## src/rtl/exp_seq_pkg.sv

```systemverilog
package exp_seq_pkg;

    typedef enum logic [2:0] {
        ST_IDLE,
        ST_START,
        ST_BYTE,
        ST_STOP,
        ST_GAP
    } seq_state_t;

    localparam int unsigned SCRIPT_LEN = 5;   // set-up writes before the loop
    localparam int unsigned IDX_W      = 3;

    typedef struct packed {
        seq_state_t         state;
        logic [1:0]         phase;   // quarter of the bit period
        logic [3:0]         bitn;    // 0..7 data, 8 acknowledge
        logic [1:0]         byten;   // 0 address, 1 register, 2 data
        logic [IDX_W-1:0]   idx;     // script position, SCRIPT_LEN = loop write
        logic               nack;
        logic               busy;
        logic               done;
        logic               err;
    } seq_regs_t;

endpackage

```

## src/rtl/quarter_tick.sv

```systemverilog
module quarter_tick #(
    parameter int unsigned DIV_RELOAD = 39,
    localparam int unsigned CNT_W = (DIV_RELOAD < 1) ? 1 : $clog2(DIV_RELOAD + 1)
) (
    input  logic clk,
    input  logic rst,
    input  logic run_i,
    output logic tick_o
);
    logic [CNT_W-1:0] cnt_d, cnt_q;

    assign tick_o = run_i && (cnt_q == CNT_W'(DIV_RELOAD));

    always_comb begin
        cnt_d = cnt_q;
        if (!run_i || tick_o) begin
            cnt_d = '0;
        end else begin
            cnt_d = cnt_q + 1'b1;
        end
    end

    always_ff @(posedge clk) begin
        if (rst) begin
            cnt_q <= '0;
        end else begin
            cnt_q <= cnt_d;
        end
    end
endmodule

```

## src/rtl/script_rom.sv

```systemverilog
module script_rom
    import exp_seq_pkg::*;
(
    input  logic [IDX_W-1:0] idx_i,
    output logic [7:0]       reg_o,
    output logic [7:0]       dat_o
);
    always_comb begin
        unique case (idx_i)
            3'd0:    begin reg_o = 8'h00; dat_o = 8'h00; end
            3'd1:    begin reg_o = 8'h02; dat_o = 8'h00; end
            3'd2:    begin reg_o = 8'h14; dat_o = 8'hFF; end
            3'd3:    begin reg_o = 8'h0A; dat_o = 8'h00; end
            3'd4:    begin reg_o = 8'h04; dat_o = 8'h00; end
            default: begin reg_o = 8'h12; dat_o = 8'h11; end
        endcase
    end
endmodule

```

## src/rtl/line_decode.sv

```systemverilog
module line_decode
    import exp_seq_pkg::*;
(
    input  seq_state_t state_i,
    input  logic [1:0] phase_i,
    input  logic [3:0] bitn_i,
    input  logic       bit_i,
    output logic       scl_oe_o,
    output logic       sda_oe_o
);
    always_comb begin
        scl_oe_o = 1'b0;
        sda_oe_o = 1'b0;
        unique case (state_i)
            ST_START: begin
                scl_oe_o = (phase_i == 2'd3);
                sda_oe_o = phase_i[1];
            end
            ST_BYTE: begin
                scl_oe_o = (phase_i == 2'd0) || (phase_i == 2'd3);
                sda_oe_o = (bitn_i == 4'd8) ? 1'b0 : !bit_i;
            end
            ST_STOP: begin
                scl_oe_o = (phase_i == 2'd0);
                sda_oe_o = !phase_i[1];
            end
            default: begin
                scl_oe_o = 1'b0;
                sda_oe_o = 1'b0;
            end
        endcase
    end
endmodule

```

## src/rtl/expander_write_seq.sv

```systemverilog
module expander_write_seq
    import exp_seq_pkg::*;
#(
    parameter int unsigned DIV_RELOAD = 39,
    parameter logic [6:0]  SLAVE_ADDR = 7'h20
) (
    input  logic clk,
    input  logic rst,
    input  logic start_i,
    input  logic sda_i,
    output logic scl_oe_o,
    output logic sda_oe_o,
    output logic busy_o,
    output logic done_o,
    output logic err_o
);
    localparam logic [IDX_W-1:0] LAST_INIT = IDX_W'(SCRIPT_LEN - 1);
    localparam logic [IDX_W-1:0] LOOP_IDX  = IDX_W'(SCRIPT_LEN);

    seq_regs_t  s_d, s_q;
    logic       tick;
    logic [7:0] reg_byte, dat_byte, cur_byte;
    logic       cur_bit;

    seq_state_t st_w;
    logic [1:0] ph_w;
    logic [3:0] bitn_w;

    assign st_w   = s_q.state;
    assign ph_w   = s_q.phase;
    assign bitn_w = s_q.bitn;

    quarter_tick #(.DIV_RELOAD(DIV_RELOAD)) u_tick (
        .clk    (clk),
        .rst    (rst),
        .run_i  (s_q.state != ST_IDLE),
        .tick_o (tick)
    );

    script_rom u_rom (
        .idx_i (s_q.idx),
        .reg_o (reg_byte),
        .dat_o (dat_byte)
    );

    always_comb begin
        unique case (s_q.byten)
            2'd0:    cur_byte = {SLAVE_ADDR, 1'b0};
            2'd1:    cur_byte = reg_byte;
            default: cur_byte = dat_byte;
        endcase
        cur_bit = cur_byte[3'd7 - s_q.bitn[2:0]];
    end

    line_decode u_lines (
        .state_i  (s_q.state),
        .phase_i  (s_q.phase),
        .bitn_i   (s_q.bitn),
        .bit_i    (cur_bit),
        .scl_oe_o (scl_oe_o),
        .sda_oe_o (sda_oe_o)
    );

    always_comb begin
        s_d      = s_q;
        s_d.done = 1'b0;
        if (s_q.state == ST_IDLE) begin
            if (start_i) begin
                s_d.state = ST_START;
                s_d.phase = 2'd0;
                s_d.idx   = '0;
                s_d.busy  = 1'b1;
                s_d.nack  = 1'b0;
            end
        end else if (tick) begin
            if (s_q.phase != 2'd3) begin
                s_d.phase = s_q.phase + 2'd1;
                // acknowledge sampled at the end of the high half of the ninth clock
                if (s_q.state == ST_BYTE && s_q.bitn == 4'd8 &&
                    s_q.phase == 2'd2 && sda_i) begin
                    s_d.nack = 1'b1;
                    s_d.err  = 1'b1;
                end
            end else begin
                s_d.phase = 2'd0;
                unique case (s_q.state)
                    ST_START: begin
                        s_d.state = ST_BYTE;
                        s_d.byten = 2'd0;
                        s_d.bitn  = 4'd0;
                    end
                    ST_BYTE: begin
                        if (s_q.bitn != 4'd8) begin
                            s_d.bitn = s_q.bitn + 4'd1;
                        end else if (s_q.nack || s_q.byten == 2'd2) begin
                            s_d.state = ST_STOP;
                        end else begin
                            s_d.byten = s_q.byten + 2'd1;
                            s_d.bitn  = 4'd0;
                        end
                    end
                    ST_STOP: begin
                        s_d.state = ST_GAP;
                        if (!s_q.nack) begin
                            s_d.err = 1'b0;
                            if (s_q.idx == LAST_INIT) begin
                                s_d.idx  = LOOP_IDX;
                                s_d.busy = 1'b0;
                                s_d.done = 1'b1;
                            end else if (s_q.idx != LOOP_IDX) begin
                                s_d.idx = s_q.idx + 1'b1;
                            end
                        end
                    end
                    default: begin
                        s_d.state = ST_START;
                        s_d.nack  = 1'b0;
                    end
                endcase
            end
        end
    end

    always_ff @(posedge clk) begin
        if (rst) begin
            s_q <= '{state: ST_IDLE, phase: 2'd0, bitn: 4'd0, byten: 2'd0,
                     idx: '0, nack: 1'b0, busy: 1'b0, done: 1'b0, err: 1'b0};
        end else begin
            s_q <= s_d;
        end
    end

    assign busy_o = s_q.busy;
    assign done_o = s_q.done;
    assign err_o  = s_q.err;
endmodule

```

## config.mk

```make
export PLATFORM = sky130hd
export DESIGN_NAME = expander_write_seq
export DESIGN_NICKNAME = d
export VERILOG_FILES = /design/src/rtl/exp_seq_pkg.sv /design/src/rtl/quarter_tick.sv /design/src/rtl/script_rom.sv /design/src/rtl/line_decode.sv /design/src/rtl/expander_write_seq.sv
export SDC_FILE = /design/constraint.sdc
export NUM_CORES = 1
export LEC_CHECK = 0
export BUFFER_PORTS_ARGS = -buffer_cell sky130_fd_sc_hd__buf_2
export CAP_MARGIN = 10
export CORE_ASPECT_RATIO = 1.1
export CORE_UTILIZATION = 45
export CTS_CLUSTER_SIZE = 10
export DETAILED_ROUTE_END_ITERATION = 6
export SLEW_MARGIN = 10
export SYNTH_ARGS = -nofsm -noshare
export SYNTH_HDL_FRONTEND = slang
export SYNTH_SLANG_ARGS = --single-unit
```

## constraint.sdc

```tcl
create_clock -name clk -period 2.6 [get_ports clk]
set_input_delay 0.13 -clock clk [delete_from_list [all_inputs] [get_ports clk]]
set_output_delay 0.13 -clock clk [all_outputs]
set_load 0.01 [all_outputs]
```

# Word level (Yosys, flattened, before mapping)
# Index checks and enable logic that the tools add are counted.
# W data, S select, Z words.
[word_totals] regBits=24 latch_bits=0 ramBits=0 rom_bits=0 inputBits=4 out_inout_bits=5 word_cells=117 memories=0
[op_classes] addsub=6 mul=0 n_div=0 order_cmp=1 n_eq_ne=28 n_shift=0 muxes=35 bitwise=4 reduce_logical=33
[op_table] operator="$pmux W8 S2" n=2
[op_table] operator="$mux W3" n=9
[op_table] operator="$pmux W5 S5" n=1
[op_table] operator="$mux W5" n=4
[op_table] operator="$mux W18" n=1
[op_table] operator="$reduce_and A6 Y1" n=3
[op_table] operator="$reduce_and A5 Y1" n=3
[op_table] operator="$eq A3 B2 Y1 const B" n=4
[op_table] operator="$pmux W6 S2" n=1
[op_table] operator="$ne A2 B2 Y1 const B" n=5
[op_table] operator="$reduce_bool A2 Y1" n=5
[op_table] operator="$mux W9" n=1
[op_table] operator="$ne A3 B3 Y1 const B" n=3
[op_table] operator="$pmux W3 S3" n=1
[op_table] operator="$mux W2" n=4
[op_table] operator="$add A6 B1 Y6 const B" n=1
[op_table] operator="$eq A2 B2 Y1 const B" n=3
[op_table] operator="$eq A3 B1 Y1 const B" n=2
[op_table] operator="$eq A6 B6 Y1 const B" n=1
[op_table] operator="$logic_not A3 Y1" n=2
[op_table] operator="$mux W1" n=6
[op_table] operator="$mux W6" n=1
[op_table] operator="$ne A2 B1 Y1 const B" n=3
[op_table] operator="$ne A3 B2 Y1 const B" n=2
[op_table] operator="other kinds (25)" n=39

# Logic depth before layout (Yosys ltp)
[depth] depth_word=9 mapped_depth=8 ltp_nobuf=7

# Hierarchy
# A second synthesis with hierarchy kept.
[hier_totals] hier_cells=215 hier_area_um2=1737.9
[by_module_without_submodules] module="expander_write_seq" instances=1 cells_each=158 area_each_um2=1255.0 seq_area_each_um2=360.3
[by_module_without_submodules] module="quarter_tick" instances=1 cells_each=26 area_each_um2=252.7 seq_area_each_um2=120.1
[by_module_without_submodules] module="script_rom" instances=1 cells_each=18 area_each_um2=136.4 seq_area_each_um2=0.0
[by_module_without_submodules] module="line_decode" instances=1 cells_each=13 area_each_um2=93.8 seq_area_each_um2=0.0

# Worst setup path after synthesis
# OpenSTA, ideal clock, no wires.
[synth_path] path_type="reg-to-reg" from="register s_q (netlist bit bitn_w[1])" to="register s_q (netlist bit bitn_w[3])" setup_time_ps=70 arrival_time_ps=1738 t_required_ps=2530 path_slack_ps=792 stages_incl_launch_ff=8 n_path_buf=1 period_less_slack_ps=1808 cell_sequence="dfxtp_1 clkbuf_1 inv_1 ha_1 nand3b_1 o2111ai_4 or4_1 a21oi_1"
[synth_via] elab_chain_cells=3 elab_cells_between_ends=6 cone_classes="1 x add/sub; 2 x eq/ne; 2 x mux; 1 x reduce/logical"
[synth_rtl] item="start: declaration" line_no="expander_write_seq.sv:20" text="seq_regs_t s_d, s_q;"
[synth_rtl] item="start signal: assignment" line_no="expander_write_seq.sv:126" text="s_q <= '{state: ST_IDLE, phase: 2'd0, bitn: 4'd0, byten: 2'd0,"
[synth_rtl] item="$add A4 B1 Y4 / $ne A4 B4 Y1 (equally long branches)" line_no="expander_write_seq.sv:94, expander_write_seq.sv:93"
[synth_rtl] item="$mux W4 / $ne A3 B3 Y1 (equally long branches)"
[synth_rtl] item="$pmux W6 S2 / $reduce_and A5 Y1 (equally long branches)"
# Several ways; a longest one is shown, not always the timed one.
# A chain may end at the register's enable or synchronous reset.

# Final worst setup path
[layout_path] from="register s_q (netlist bit bitn_w[1])" to="output port sda_oe_o"
[layout_via] elab_chain_cells=6 elab_cells_between_ends=7 cone_classes="1 x add/sub; 1 x eq/ne; 4 x mux; 1 x reduce/logical"
[layout_rtl] item="$sub A3 B3 Y3" line_no="expander_write_seq.sv:52" text="cur_bit = cur_byte[3'd7 - s_q.bitn[2:0]];"
[layout_rtl] item="$bmux W1 S3" line_no="expander_write_seq.sv:52"
[layout_rtl] item="$mux W1 (implied by the code)" line_no="expander_write_seq.sv:52"
[layout_rtl] item="$logic_not A1 Y1" line_no="line_decode.sv:21" text="sda_oe_o = (bitn_i == 4'd8) ? 1'b0 : !bit_i;"
[layout_rtl] item="$mux W1 (*)" line_no="line_decode.sv:21"
[layout_rtl] item="$pmux W1 S3 (*)" line_no="line_decode.sv:14" text="unique case (state_i)"
[layout_rtl] item="end: declaration" line_no="expander_write_seq.sv:12" text="output logic sda_oe_o,"
# Mark *: on every way between the ends. The rest lies on a longest branch, timed or not. The select of a mux whose other input is x is not followed.

==> results.txt <==
Synth-to-Final Area Change -> 6.38%
RSZ-0062 raised after global routing -> false
FF-to-FF End -> bitn_w[3]$_SDFFE_PP0P_
Die footprint -> 3730 µm²
Tcrit/Tclk final -> 92.0%
Internal reg-to-reg setup slack -> 0.51 ns
Clk buf depth -> 2
Core area -> 3330 µm²
Worst min-delay path class -> primary input to flop
# port buffers -> 8
Clock-pin slew on the worst setup and hold paths -> 0.14 ns
GRT Max-Usage Layer -> met2
Distinct cells, synth -> 45
Layout cells sized above 1 -> 12.0%
Crit path capture type -> primary output
Average cell area after synthesis -> 8.35 µm²
Worst-Skew Late Latency -> 0.32 ns
Crit-path max FO -> 9
Seq cells post-synth -> 24
Worst slew pin tran -> 0.476 ns
Arr. time, crit path -> 2.26 ns
Layout Utilization -> 50.1%
CP Data Required Time -> 2.47 ns
Mapped Area -> 1570 µm²
Top_reg_cell synth -> dfxtp_1
TritonCTS clock tree -> done
Slowest cell on crit path -> dfxtp_1
Grt met2 use -> 36.1%
Antenna violations before repair -> 0
ANT cells -> 0
Multi-input logic area -> 996 µm²
Number of synthesized flops with an enable pin -> 0
Starting density of the core -> 47.1%
Pre-CTS WS -> 0.556 ns
Die X -> 58.3 µm
Fillcell total -> 328
DR DRC count -> 0
Final Total Pwr -> 0.633 mW
Post-DRT Antenna Nets -> 0
Std cell rows -> 22
Final setup viols -> 0
M3 GR Usage -> 2.43%
CTS sink count -> 24
Sequential-to-total area share from yosys stat -> 30.6%
Power Density -> 379 nW/µm²
Maximum capacitance violations -> 0
Gate Count Post-Synth -> 188
Wire length per cell -> 14.3 µm
Top achievable clock speed -> 418 MHz
Hold Vio Cnt, Final -> 0
Yosys warns -> 0
Worst vdd ir -> 0.000201 V
Top Ports -> 9
DP HPWL -> 2610 µm
Via/cell ratio -> 5.41
Largest net degree at the start of global routing -> 19
Final setup slack of the worst path -> 0.207 ns
Resized Gates After CTS -> 0
Final wirelength -> 3440 µm
Vias in the first global route -> 1331
First-pass GRT wire length -> 6130 µm
Nets -> 211
Syn nets -> 206
Outcome -> finished clean
Critical path type -> flop to primary output
CP endpoint -> sda_oe_o
Max incr delay on CP -> 0.52 ns
Chip height -> 63.9 µm
GRT Total Usage -> 21.0%
TritonCTS buffer count -> 3
Iter 0 DRT Violations -> 66
Overflow after GRT -> 0
R2R cell count -> 6
H-Tree Depth -> 1
Sequential cell area -> 480 µm²
Min-delay src -> start_i
Reg2Reg Launch Point -> ph_w[1]$_SDFFE_PP0P_
RD Place Congestion -> 0.860
Worst setup startpoint -> bitn_w[1]$_SDFFE_PP0P_
LEAKAGE -> 0.612 nW
Async SR Flop Fraction -> 0%
Slew Viols, Final -> 0
Final hold slack -> 0.167 ns
CTS root buf -> clkbuf_4
Slew margin rel. -> 68.0%
Post-CTS Setup Inserts -> 0
Cell Chain, Critical Path -> inv_1 > ha_1 > nand3b_1 > nand2_1 > a31o_2 > a41oi_1 > a32o_1 > buf_2
Setup TNS -> 0 ns
Tmin final -> 2.39 ns
DR vias -> 1299
Drt first pass iters -> 4
Critical Path Source Type -> flop
Met1 Usage GRT -> 27.7%
Hold Buf Count CTS -> 0
Worst Skew -> 0.00812 ns
stage by stage:
stage | instances | cell area, µm²
finish | 240 | 1670
global route | 240 | 1670
CTS | 240 | 1670
detailed placement | 236 | 1630
global placement | 236 | 1630
floorplan | 188 | 1570
sequential cells by signal (all words and copies together) (netlist names):
| name | cells |
|---|---|
| ph_w | 2 |
| u_tick.cnt_q | 6 |
| bitn_w | 4 |
| s_q | 6 |
| err_o | 1 |
| done_o | 1 |
| st_w | 3 |
| busy_o | 1 |
Yosys cell counts (all sizes together), types with 2 or more instances:
| library cell | number | share of area [%] |
|---|---|---|
| nor2 | 17 | 4.5 |
| and3 | 4 | 1.6 |
| or4 | 2 | 0.96 |
| a211oi | 3 | 1.4 |
| mux2 | 3 | 2.2 |
| nand2b | 2 | 0.80 |
| nor3 | 9 | 2.9 |
| nand3b | 2 | 0.96 |
| dfxtp | 24 | 31 |
| a2111oi | 2 | 1.1 |
| a31o | 3 | 1.7 |
| xnor2 | 2 | 1.1 |
| a31oi | 3 | 1.2 |
| inv | 15 | 3.6 |
| nand3 | 10 | 3.2 |
| o31ai | 2 | 0.96 |
| nor3b | 2 | 1.3 |
| a41oi | 2 | 1.1 |
| mux2i | 2 | 1.3 |
| o21ai | 7 | 2.2 |
| ha | 14 | 11 |
| or3 | 5 | 2.0 |
| and2 | 2 | 0.80 |
| xor2 | 4 | 2.2 |
| buf | 3 | 1.1 |
| clkbuf | 5 | 1.2 |
| a21oi | 9 | 2.9 |
| nand2 | 17 | 4.1 |
| nor2b | 2 | 0.80 |
metal layers:
| layer | vias to the layer above | wire, µm |
|---|---|---|
| met1 | 601 | 1640 |
| met2 | 21 | 1650 |
| met3 | 5 | 116 |
| met5 | - | 0 |
| met4 | 0 | 31 |
| li1 | 672 | - |
worst min path at each step:
stage                                            end  slack (ns)  depth (start not counted)
after detailed placement  u_tick.cnt_q[0]$_SDFF_PP0_        0.44                          1
after global placement    u_tick.cnt_q[0]$_SDFF_PP0_        0.43                          1
after global routing             s_q[6]$_SDFFE_PP0P_        0.19                          3
after CTS                        s_q[6]$_SDFFE_PP0P_        0.16                          3
after floorplan                  s_q[6]$_SDFFE_PP0P_        0.33                          2
final                            s_q[6]$_SDFFE_PP0P_        0.17                          3
logic make-up (layout without fill, tap and decap cells):
logic type / after synthesis / count (layout) / share of synthesized area (%)
multiplexers: 5 / 5 / 3.43
buffers and inverters: 23 / 27 / 5.90
AO/OA/AOI/OAI: 38 / 38 / 17.4
adder cells (fa/ha/maj): 14 / 14 / 11.2
flip-flops: 24 / 24 / 30.6
AND/OR/NAND/NOR: 78 / 78 / 28.1
XOR/XNOR: 6 / 6 / 3.35
critical path, delay by kind of cell, from the launching register on:
kind / cells / cell delay [ns]
simple gates: 2 / 0.40
flops: 1 / 0.52
fa+ha+maj: 1 / 0.19
compound gates: 3 / 0.57
buf+inv: 2 / 0.25
report_power, final:
part	leakage (nW)	switching (mW)	internal, mW	total (mW)
logic	0.397	0.0301	0.0137	0.0437
registers	0.194	0.00881	0.373	0.382
clock network	0.0210	0.121	0.0857	0.207
placed cells by master (no fill, tap or decap), types with 3 or more instances in the layout:
master and n:
dfxtp_1 24, and3_1 4, a21oi_1 9, a31o_2 3, clkbuf_4 3, o21ai_0 6
a211oi_1 3, xor2_1 4, buf_2 8, ha_1 14, a31oi_1 3, inv_1 15
nor2_1 16, or3_1 5, nand2_1 17, nor3_1 9, nand3_1 10
final cells by class:
cell class                 instances  area share, %
sequential                        24           28.8
inverter                          15           3.37
tap                               48           3.60
clock buffer                       4           2.17
timing repair buffer               8           2.40
multi-input combinational        141           59.7
(Power assumes the default switching activity.)
